`src/rtl/rxq_pkg.sv`:
```
package rxq_pkg;
  typedef enum logic [1:0] {
    LVL_ANY  = 2'd0,
    LVL_LOW  = 2'd1,
    LVL_HIGH = 2'd2,
    LVL_ALL  = 2'd3
  } lvl_code_e;

  typedef struct packed {
    lvl_code_e code;
    logic      deep;
  } rxq_cfg_t;
endpackage

```
`src/rtl/rxq_store.sv`:
```
module rxq_store #(
  parameter int DATA_W = 8,
  parameter int DEPTH  = 16,
  localparam int AW = $clog2(DEPTH),
  localparam int CW = $clog2(DEPTH + 1)
) (
  input  logic              clk_i,
  input  logic              rst_ni,
  input  logic              wr_i,
  input  logic [DATA_W-1:0] wr_data_i,
  input  logic              rd_i,
  output logic [DATA_W-1:0] rd_data_o,
  output logic [CW-1:0]     count_o
);
  logic [DATA_W-1:0] mem_q [DEPTH];
  logic [AW-1:0]     wr_ptr_q, rd_ptr_q;
  logic [CW-1:0]     count_q;

  always_ff @(posedge clk_i or negedge rst_ni) begin
    if (!rst_ni) begin
      wr_ptr_q <= '0;
      rd_ptr_q <= '0;
      count_q  <= '0;
    end else begin
      if (wr_i) wr_ptr_q <= wr_ptr_q + 1'b1;
      if (rd_i) rd_ptr_q <= rd_ptr_q + 1'b1;
      case ({wr_i, rd_i})
        2'b10:   count_q <= count_q + 1'b1;
        2'b01:   count_q <= count_q - 1'b1;
        default: count_q <= count_q;
      endcase
    end
  end

  always_ff @(posedge clk_i) begin
    if (wr_i) mem_q[wr_ptr_q] <= wr_data_i;
  end

  assign rd_data_o = mem_q[rd_ptr_q];
  assign count_o   = count_q;
endmodule

```
`src/rtl/rxq_level.sv`:
```
module rxq_level
  import rxq_pkg::*;
#(
  parameter int SMALL     = 8,
  parameter int LARGE     = 16,
  parameter int SMALL_LOW = 3,
  localparam int CW = $clog2(LARGE + 1)
) (
  input  rxq_cfg_t      cfg_i,
  input  logic [CW-1:0] count_i,
  output logic          hit_o
);
  // non-linear table: low step is fixed on the small queue, half on the large
  localparam logic [CW-1:0] LARGE_LOW  = CW'(LARGE / 2);
  localparam logic [CW-1:0] SMALL_HIGH = CW'((3 * SMALL) / 4);
  localparam logic [CW-1:0] LARGE_HIGH = CW'((3 * LARGE) / 4);
  localparam logic [CW-1:0] SMALL_CAP  = CW'(SMALL);
  localparam logic [CW-1:0] LARGE_CAP  = CW'(LARGE);
  localparam logic [CW-1:0] S_LOW      = CW'(SMALL_LOW);

  logic [CW-1:0] thr;

  always_comb begin
    unique case (cfg_i.code)
      LVL_ANY:  thr = CW'(1);
      LVL_LOW:  thr = cfg_i.deep ? LARGE_LOW  : S_LOW;
      LVL_HIGH: thr = cfg_i.deep ? LARGE_HIGH : SMALL_HIGH;
      default:  thr = cfg_i.deep ? LARGE_CAP  : SMALL_CAP;
    endcase
  end

  assign hit_o = (count_i >= thr);
endmodule

```
`src/rtl/rxq_watchdog.sv`:
```
module rxq_watchdog #(
  parameter int LIMIT = 64,
  localparam int TW = $clog2(LIMIT)
) (
  input  logic clk_i,
  input  logic rst_ni,
  input  logic en_i,
  input  logic tick_i,
  input  logic active_i,
  input  logic restart_i,
  input  logic clear_i,
  output logic hit_o
);
  localparam logic [TW-1:0] LAST = TW'(LIMIT - 1);

  logic [TW-1:0] cnt_q;
  logic          hit_q;

  always_ff @(posedge clk_i or negedge rst_ni) begin
    if (!rst_ni) begin
      cnt_q <= '0;
      hit_q <= 1'b0;
    end else if (!en_i || !active_i) begin
      cnt_q <= '0;
      hit_q <= 1'b0;
    end else begin
      if (restart_i)             cnt_q <= '0;
      else if (tick_i && !hit_q) cnt_q <= (cnt_q == LAST) ? '0 : cnt_q + 1'b1;

      if (clear_i)                                  hit_q <= 1'b0;
      else if (!restart_i && tick_i && cnt_q == LAST) hit_q <= 1'b1;
    end
  end

  assign hit_o = hit_q;
endmodule

```
`src/rtl/rx_byte_queue.sv`:
```
module rx_byte_queue
  import rxq_pkg::*;
#(
  parameter int DATA_W    = 8,
  parameter int SMALL     = 8,
  parameter int LARGE     = 16,
  parameter int SMALL_LOW = 3,
  parameter int WD_LIMIT  = 64
) (
  input  logic              clk_i,
  input  logic              rst_ni,
  input  logic              push_i,
  input  logic [DATA_W-1:0] push_data_i,
  input  logic              pop_i,
  output logic [DATA_W-1:0] pop_data_o,
  input  logic              deep_i,
  input  logic              lvl_hi_i,
  input  logic              lvl_lo_i,
  input  logic              wd_en_i,
  input  logic              bit_tick_i,
  input  logic              clr_ovr_i,
  output logic              rx_rdy_o,
  output logic              rx_full_o,
  output logic              overrun_o,
  output logic              irq_o
);
  localparam int CW = $clog2(LARGE + 1);
  localparam logic [CW-1:0] SMALL_CAP = CW'(SMALL);
  localparam logic [CW-1:0] LARGE_CAP = CW'(LARGE);

  rxq_cfg_t      cfg_q;
  logic [CW-1:0] count_w;
  logic [CW-1:0] cap;
  logic          empty, full, push_acc, pop_acc, ovr_q, lvl_hit, wd_hit_w;

  assign cap      = cfg_q.deep ? LARGE_CAP : SMALL_CAP;
  assign empty    = (count_w == '0);
  assign full     = (count_w >= cap);
  assign pop_acc  = pop_i && !empty;
  assign push_acc = push_i && (!full || pop_acc);

  // new settings are adopted only when empty or on an accepted access
  always_ff @(posedge clk_i or negedge rst_ni) begin
    if (!rst_ni) begin
      cfg_q <= '{code: LVL_ANY, deep: 1'b0};
    end else if (empty || push_acc || pop_acc) begin
      cfg_q.code <= lvl_code_e'({lvl_hi_i, lvl_lo_i});
      cfg_q.deep <= deep_i;
    end
  end

  always_ff @(posedge clk_i or negedge rst_ni) begin
    if (!rst_ni)                   ovr_q <= 1'b0;
    else if (push_i && !push_acc)  ovr_q <= 1'b1;
    else if (clr_ovr_i)            ovr_q <= 1'b0;
  end

  rxq_store #(.DATA_W(DATA_W), .DEPTH(LARGE)) u_store (
    .clk_i     (clk_i),
    .rst_ni    (rst_ni),
    .wr_i      (push_acc),
    .wr_data_i (push_data_i),
    .rd_i      (pop_acc),
    .rd_data_o (pop_data_o),
    .count_o   (count_w)
  );

  rxq_level #(.SMALL(SMALL), .LARGE(LARGE), .SMALL_LOW(SMALL_LOW)) u_level (
    .cfg_i   (cfg_q),
    .count_i (count_w),
    .hit_o   (lvl_hit)
  );

  rxq_watchdog #(.LIMIT(WD_LIMIT)) u_wd (
    .clk_i     (clk_i),
    .rst_ni    (rst_ni),
    .en_i      (wd_en_i),
    .tick_i    (bit_tick_i),
    .active_i  (!empty),
    .restart_i (push_acc || pop_acc),
    .clear_i   (pop_acc),
    .hit_o     (wd_hit_w)
  );

  assign rx_rdy_o  = !empty;
  assign rx_full_o = full;
  assign overrun_o = ovr_q;
  assign irq_o     = lvl_hit || wd_hit_w;
endmodule

```
`config.mk`:
```
export PLATFORM = sky130hd
export DESIGN_NAME = rx_byte_queue
export DESIGN_NICKNAME = d
export VERILOG_FILES = /design/src/rtl/rxq_pkg.sv /design/src/rtl/rxq_store.sv /design/src/rtl/rxq_level.sv /design/src/rtl/rxq_watchdog.sv /design/src/rtl/rx_byte_queue.sv
export SDC_FILE = /design/constraint.sdc
export NUM_CORES = 1
export LEC_CHECK = 0
export ABC_AREA = 1
export BUFFER_PORTS_ARGS = -buffer_cell sky130_fd_sc_hd__buf_2
export CAP_MARGIN = 0
export CORE_AREA = 3 3 115 117
export DETAILED_ROUTE_END_ITERATION = 12
export DIE_AREA = 0 0 118 120
export HOLD_SLACK_MARGIN = 0.06
export PLACE_DENSITY = 0.84
export RECOVER_POWER = 50
export SYNTH_ARGS = -nofsm -noshare
export SYNTH_HDL_FRONTEND = slang
export SYNTH_SLANG_ARGS = --single-unit
```
`constraint.sdc`:
```
create_clock -name clk_i -period 2.6 [get_ports clk_i]
set_clock_uncertainty 0.15 [all_clocks]
set_input_delay 0.26 -clock clk_i [delete_from_list [all_inputs] [get_ports clk_i]]
set_output_delay 0.26 -clock clk_i [all_outputs]
set_load 0.02 [all_outputs]
```
==> results of run 1 <==
tightest hold or removal path: stages:
cell and delay, ns:
buf_2 0.11, nand4_1 0.13, a21oi_1 0.07, nor2_1 0.08
worst paths after layout:
| kind | cells past startpoint | slack [ns] | to |
|---|---|---|---|
| worst max register to register | 9 | 0.13 | u_wd.hit_o$_DFFE_PN0P_ |
| max in group asynchronous | 2 | 0.89 | u_store.rd_ptr_q[0]$_DFFE_PN0P_ |
| worst min register to register | 2 | 0.36 | u_wd.cnt_q[5]$_DFFE_PN0P_ |
| worst min-delay path | 4 | 0.13 | u_wd.cnt_q[5]$_DFFE_PN0P_ |
| worst max-delay path | 7 | 0.11 | pop_data_o[3] |
| min in group asynchronous | 2 | 0.52 | cfg_q[2]$_DFFE_PN0P_ |
registers in the layout (all words and copies together) (netlist names):
name and flops:
cfg_q 3, u_wd.cnt_q 6, u_store.mem_q 128, u_store.wr_ptr_q 4, u_wd.hit_o 1, u_store.count_o 5, u_store.rd_ptr_q 4, overrun_o 1
routing by layer:
metal	global-route usage (%)	up-vias
li1	-	2205
met1	28.93	2270
met2	37.66	278
met3	5.655	38
met4	10.11	0
met5	0	-
cell families after synthesis:
logic type      share of synthesized area [%]
mux                                    0.1667
simple gates                            12.60
xor+xnor                                1.038
buf+inv                                 5.485
compound gates                          11.45
fa+ha+maj                               3.446
flops                                   65.81
power by group through the flow:
stage	Clock [mW]	Combinational [mW]	Sequential, mW
floorplan	0	2.30	3.12
global placement	0	2.99	3.17
detailed placement	0	3.16	3.19
CTS	2.34	3.21	3.14
global route	2.45	3.64	3.19
finish	2.33	3.30	3.16
layout by cell type, fill, tap and decap left out, types with 3 or more instances in the layout:
| master | n |
|---|---|
| edfxtp_1 | 128 |
| o21ai_0 | 70 |
| nor2_1 | 69 |
| inv_1 | 53 |
| nand2_1 | 53 |
| o211ai_1 | 32 |
| nand3_1 | 31 |
| a21oi_1 | 30 |
| buf_4 | 25 |
| dfrtp_1 | 21 |
| buf_2 | 19 |
| nor3_1 | 17 |
| clkbuf_16 | 17 |
| ha_1 | 16 |
| clkbuf_1 | 10 |
| dlygate4sd3_1 | 9 |
| nand4_1 | 6 |
| xor2_1 | 6 |
| inv_6 | 6 |
| clkinvlp_4 | 3 |
| clkinv_1 | 3 |
| dfrtp_2 | 3 |
layout make-up:
class | count | area [sq um]
Sequential cell | 152 | 4448
Fill cell | 908 | 4629
Timing Repair Buffer | 65 | 441.7
Multi-Input combinational cell | 352 | 1947
Inverter | 57 | 220.2
Clock buffer | 17 | 425.4
Tap cell | 172 | 215.2
Clock inverter | 15 | 138.9
what timing repair did:
action / CTS / global route
setup endpoints to repair: 0 / 10
hold buffers: 9 / 0
endpoints found under the hold margin: 32 / 0
resized for setup: 0 / 9
setup buffers: 0 / 2
==> results.tsv, run 1 <==
stage	metric	value	unit
sta	worst_pin_slew	1.346	ns
yosys	synth.avg_cell_area	11.50	sq um
detailed_routing	drc	0	
yosys	synthCells	587	
worst_setup_path	r2r-start	u_store.count_o[4]$_DFFE_PN0P_	
job	cap_violations	0	
worst_setup_path	path_cells	inv_4, buf_4, o21ai_0, o211ai_1, nand3_1, nand2_1, buf_2	
floorplanning	die_h	120	microns
worst_hold_path	min_path_type	in -> reg	
yosys	synthTopCellsByArea	edfxtp_1 57%, dfrtp_1 8.9%, o21ai_0 5.2%	
yosys	synthTopCellsByCount	128 x edfxtp_1, 70 x o21ai_0, 69 x nor2_1, 54 x nand2_1, 53 x inv_1	
clock_tree	root_buffer	clkbuf_16	
global_route	grt_util_all_layers	22.85	%
clock_tree	numCtsBuffers	17	
yosys	synthFlopType	edfxtp_1	
worst_setup_path	path_class	reg -> out	
worst_setup_path	path_max_fanout	16	
yosys	async_flop_share	15.79	%
place	gp_congestion	0.9019	
sta	clock.fmax	0.4011	GHz
floorplanning	die-area	14160	sq um
sta	slew_headroom	10.30	%
yosys	yosysMostFrequentCell	edfxtp_1	
clock_tree	clk_latency	0.42	ns
place	pre_cts_ws	0.2357	ns
sta	fin_crit	2.493	ns
global_route	grt_pass1_wl	24.49	mm
yosys	syn_area	6753	sq um
worst_setup_path	cp.required	2.19	ns
final_layout	drive_gt1_share	14.29	%
power_and_ir_drop	seqPwrFrac	35.9	%
clock_tree	cts_tree	yes	
detailed_routing	antenna_left	0	
floorplanning	chipWidth	118	microns
clock_tree	cts.sinks	152	
floorplanning	rows	41	
worst_setup_path	critPathTopFamily	buffers and inverters	
final_layout	finish.net_count	681	
yosys	yosysTopAreaCell	edfxtp_1	
clock_tree	cts_max_level	4	
sta	hold_viol_final	0	
detailed_routing	wl_per_cell	18.64	microns
final_layout	design_area	7836	sq um
power_and_ir_drop	combinationalPowerShare	37.6	%
global_route	grt_overflow	0	
yosys	synth_enable_flop_cells	128	
worst_setup_path	endpoint_kind	output pin	
power_and_ir_drop	p_sw_share	39.00	%
detailed_routing	routed-wl-met2	7.650	mm
global_route	grt_start_max_net_pins	83	
detailed_routing	via_count	4791	
yosys	yosys_register_bits	152	
detailed_routing	first_pass_iters	5	
floorplanning	floorplan.initialDensity	54.17	%
worst_setup_path	arrival	2.08	ns
sta	timing.final.ws_setup	0.1068	ns
floorplanning	core-area	12470	sq um
worst_setup_path	critPathLaunch	u_store.rd_ptr_q[0]$_DFFE_PN0P_	
power_and_ir_drop	pwr_density_cell	1121	nW/um^2
floorplanning	ios	30	
sta	setup_violations	0	
worst_setup_path	critPathSlowestCell	dfrtp_2	
detailed_routing	wl_met3	1.387	mm
worst_setup_path	critPathMaxStageDelay	0.43	ns
worst_hold_path	min_from	wd_en_i	
detailed_routing	wirelength_met1	5.970	mm
power_and_ir_drop	internal-power	5.358	mW
run_status	outcome	finished clean	
place	dpl.hpwl	9.649	mm
yosys	ys_seq_area_share	65.81	%
detailed_routing	vias_per_cell	5.772	
sta	finalCritPeriodShare	95.89	%
place	dpl_cell_area	7158	sq um
power_and_ir_drop	pwr-share-clk	26.5	%
worst_setup_path	startpoint_type	flip-flop	
power_and_ir_drop	leakagePower	2.963	nW
global_route	grt_pass1_vias	4707	
place	port_buffers	29	
final_layout	finalCoreUtilization	62.86	%
sta	slew_viol_final	0	
sta	setup_tns	0	ns
clock_tree	clk_pin_slew	0.06	ns
power_and_ir_drop	power	8.784	mW
global_route	grt_antenna_before_repair	0	
yosys	yosysTopAreaCellShare	56.92	%
power_and_ir_drop	power.switching	3.426	mW
detailed_routing	drtIter0Drc	520	
final_layout	instances_no_fill	830	
yosys	ys.warnings.count	0	
final_layout	area_growth	16.05	%
final_layout	diodes	0	
detailed_routing	routed_wl	15.47	mm
yosys	synth.distinct_cells	35	
place	dp_cells	787	
power_and_ir_drop	ir_worst_vdd	0.9666	mV
sta	whs	0.1261	ns
yosys	synth_nets	623	
detailed_routing	highest_layer	met4	
clock_tree	cts.path.max_buffers	2	
worst_setup_path	cp.buffers_inverters	3	
(Power assumes the default switching activity.)
==> inputs of run 2 (changes only) <==
--- a/config.mk
+++ b/config.mk
@@ -8,11 +8,11 @@
 export ABC_AREA = 1
 export BUFFER_PORTS_ARGS = -buffer_cell sky130_fd_sc_hd__buf_2
 export CAP_MARGIN = 0
-export CORE_AREA = 3 3 115 117
+export CORE_AREA = 3 3 161 85
 export DETAILED_ROUTE_END_ITERATION = 12
-export DIE_AREA = 0 0 118 120
+export DIE_AREA = 0 0 164 88
 export HOLD_SLACK_MARGIN = 0.06
-export PLACE_DENSITY = 0.84
+export PLACE_DENSITY_LB_ADDON = 0.3
 export RECOVER_POWER = 50
 export SYNTH_ARGS = -nofsm -noshare
 export SYNTH_HDL_FRONTEND = slang
==> run 2 against run 1 <==
Fmax fell by 1.2%. Clock power hardly changed. Combinational power up 2%. Final cell count is 0.24% higher. Non-clock buffer count rose by 4. Sequential power about the same. Total power increased by 0.54%. Routed wire length fell by 3.1%. Flip-flop and latch count unchanged. Sequential share of layout area decreased by 0.39 points.
==> results.tsv, run 2 (synthesized netlist as in run 1, its figures left out) <==
stage	metric	value	unit
place	port_buffers	29	
power_and_ir_drop	power	8.832	mW
detailed_routing	vias_per_cell	5.671	
worst_setup_path	startpoint_type	flip-flop	
final_layout	largest_register_ffs	128	
final_layout	drive_gt1_share	14.20	%
global_route	grt_util_all_layers	21.94	%
run_status	outcome	finished clean	
floorplanning	ios	30	
power_and_ir_drop	pwr_density_cell	1119	nW/um^2
final_layout	area_growth	16.92	%
sta	clock.fmax	0.3962	GHz
final_layout	fillers	946	
final_layout	final_common_cell	edfxtp_1	
floorplanning	chipWidth	164	microns
worst_setup_path	r2r.worst_path.cells	10	
worst_setup_path	path_cells	buf_4, buf_12, a21oi_1, o21ai_0, o211ai_1, nand3_1, nand2_1, buf_2	
job	cap_violations	0	
power_and_ir_drop	internal-power	5.452	mW
sta	slew_headroom	3.666	%
place	dp_cells	783	
power_and_ir_drop	p_sw_share	38.26	%
global_route	grt_pass1_wl	23.55	mm
global_route	grt_pass1_vias	4507	
clock_tree	cts_max_level	4	
worst_setup_path	path_max_fanout	35	
detailed_routing	routed_wl	14.99	mm
final_layout	top_register	u_store.mem_q	
worst_hold_path	holdPathStages	4	
clock_tree	clk_latency	0.42	ns
clock_tree	numCtsBuffers	17	
final_layout	final_cell_mix	128 x edfxtp_1, 70 x o21ai_0, 69 x nor2_1, 55 x nand2_1, 53 x inv_1	
worst_setup_path	critPathSlowestCell	dfrtp_4	
global_route	grt_antenna_before_repair	0	
floorplanning	core-area	12450	sq um
floorplanning	rows	29	
place	gp_congestion	0.8342	
floorplanning	die_h	88	microns
global_route	grt_overflow	0	
detailed_routing	drtIter0Drc	397	
sta	rsz0062_at_grt	false	
detailed_routing	drc	0	
detailed_routing	via_count	4718	
place	dpl.hpwl	9.286	mm
worst_setup_path	path_class	reg -> out	
clock_tree	root_buffer	clkbuf_16	
power_and_ir_drop	power.switching	3.379	mW
sta	fin_crit	2.524	ns
floorplanning	floorplan.initialDensity	54.26	%
worst_setup_path	cp.required	2.19	ns
sta	setup_violations	0	
worst_hold_path	min_path_type	in -> reg	
sta	finalCritPeriodShare	97.07	%
clock_tree	cts.path.max_buffers	2	
power_and_ir_drop	combinationalPowerShare	37.9	%
floorplanning	die-area	14430	sq um
power_and_ir_drop	leakagePower	2.994	nW
power_and_ir_drop	seqPwrFrac	36.0	%
worst_setup_path	endpoint_kind	output pin	
final_layout	instances_no_fill	832	
sta	whs	0.1028	ns
detailed_routing	wl_per_cell	18.01	microns
sta	setup_tns	0	ns
power_and_ir_drop	ir_worst_vdd	0.7932	mV
sta	slew_viol_final	0	
clock_tree	clk_pin_slew	0.06	ns
detailed_routing	antenna_left	0	
worst_setup_path	arrival	2.11	ns
clock_tree	cts.sinks	152	
detailed_routing	first_pass_iters	5	
final_layout	finish.net_count	686	
power_and_ir_drop	pwr-share-clk	26.1	%
clock_tree	cts_tree	yes	
worst_setup_path	critPathMaxStageDelay	0.52	ns
final_layout	diodes	0	
global_route	grt_start_max_net_pins	36	
sta	hold_viol_final	0	
sta	worst_pin_slew	1.445	ns
[run 2: changes by cell type in the layout (fill, tap and decap cells not counted), moves of 2 or more]
| cell | previous run | this run |
|---|---|---|
| buf_12 | 1 | 3 |
| buf_4 | 25 | 27 |
| inv_6 | 6 | 4 |
| nand2_1 | 53 | 55 |
[run 2: worst paths after layout]
| check | startpoint | to | slack (ns) |
|---|---|---|---|
| worst min register to register | u_store.wr_ptr_q[3]$_DFFE_PN0P_ | u_store.wr_ptr_q[3]$_DFFE_PN0P_ | 0.37 |
| min in group asynchronous | rst_ni | u_wd.cnt_q[0]$_DFFE_PN0P_ | 0.56 |
| worst max register to register | cfg_q[0]$_DFFE_PN0P_ | u_wd.hit_o$_DFFE_PN0P_ | 0.22 |
| max in group asynchronous | rst_ni | u_store.rd_ptr_q[0]$_DFFE_PN0P_ | 0.70 |
| worst max-delay path | u_store.rd_ptr_q[0]$_DFFE_PN0P_ | pop_data_o[3] | 0.08 |
| worst min-delay path | wd_en_i | u_wd.cnt_q[5]$_DFFE_PN0P_ | 0.10 |
[run 2: per-layer routing]
metal / global-route usage [%] / up-vias / share of wire, %
met5: 0 / - / 0
met4: 8.058 / 0 / 1.8
met3: 4.960 / 22 / 7.8
met2: 35.86 / 193 / 49
li1: - / 2216 / -
met1: 29.35 / 2287 / 42
[run 2: area by class of cell]
cell class / instances / area, sq um / area share (%)
repair buffers: 69 / 510.5 / 6.466
flip-flops and latches: 152 / 4451 / 56.37
well taps: 170 / 212.7 / 2.694
multi-input cells: 353 / 1954 / 24.75
clock inverters: 13 / 121.4 / 1.537
clock buffers: 18 / 429.2 / 5.436
inverters: 57 / 216.5 / 2.742
[run 2: power by group through the flow]
stage	clock network [mW]	registers [mW]	logic (mW)
5_1_grt	2.44	3.21	3.74
2_1_floorplan	0	3.12	2.30
4_1_cts	2.34	3.21	3.16
3_5_place_dp	0	3.25	3.12
6_report	2.30	3.18	3.35
3_3_place_gp	0	3.24	3.07
[run 2: worst max-delay path: cells and delay by family (launching register included)]
| kind | cells | cell delay (ns) |
|---|---|---|
| buffers and inverters | 3 | 0.48 |
| AOI/OAI and AO/OA | 3 | 0.41 |
| and+or+nand+nor | 2 | 0.27 |
| DFF | 1 | 0.52 |
[run 2: what timing repair did]
item	in CTS	in global routing
hold endpoints to repair	32	0
endpoints found under the setup margin	1	8
pin swaps	0	3
buffers inserted	0	7
gates cloned	0	2
hold buffers	9	0
gates resized for setup	1	5
[run 2: per-stage QoR]
step	area (sq um)	utilization (%)	setup slack [ns]
after detailed placement	7166	57.58	0.3079
after floorplan	6753	-	0.05531
after global routing	7895	63.44	0.02351
after CTS	7809	62.74	0.01664
after global placement	7166	57.58	0.3978
final	7895	63.44	0.07609
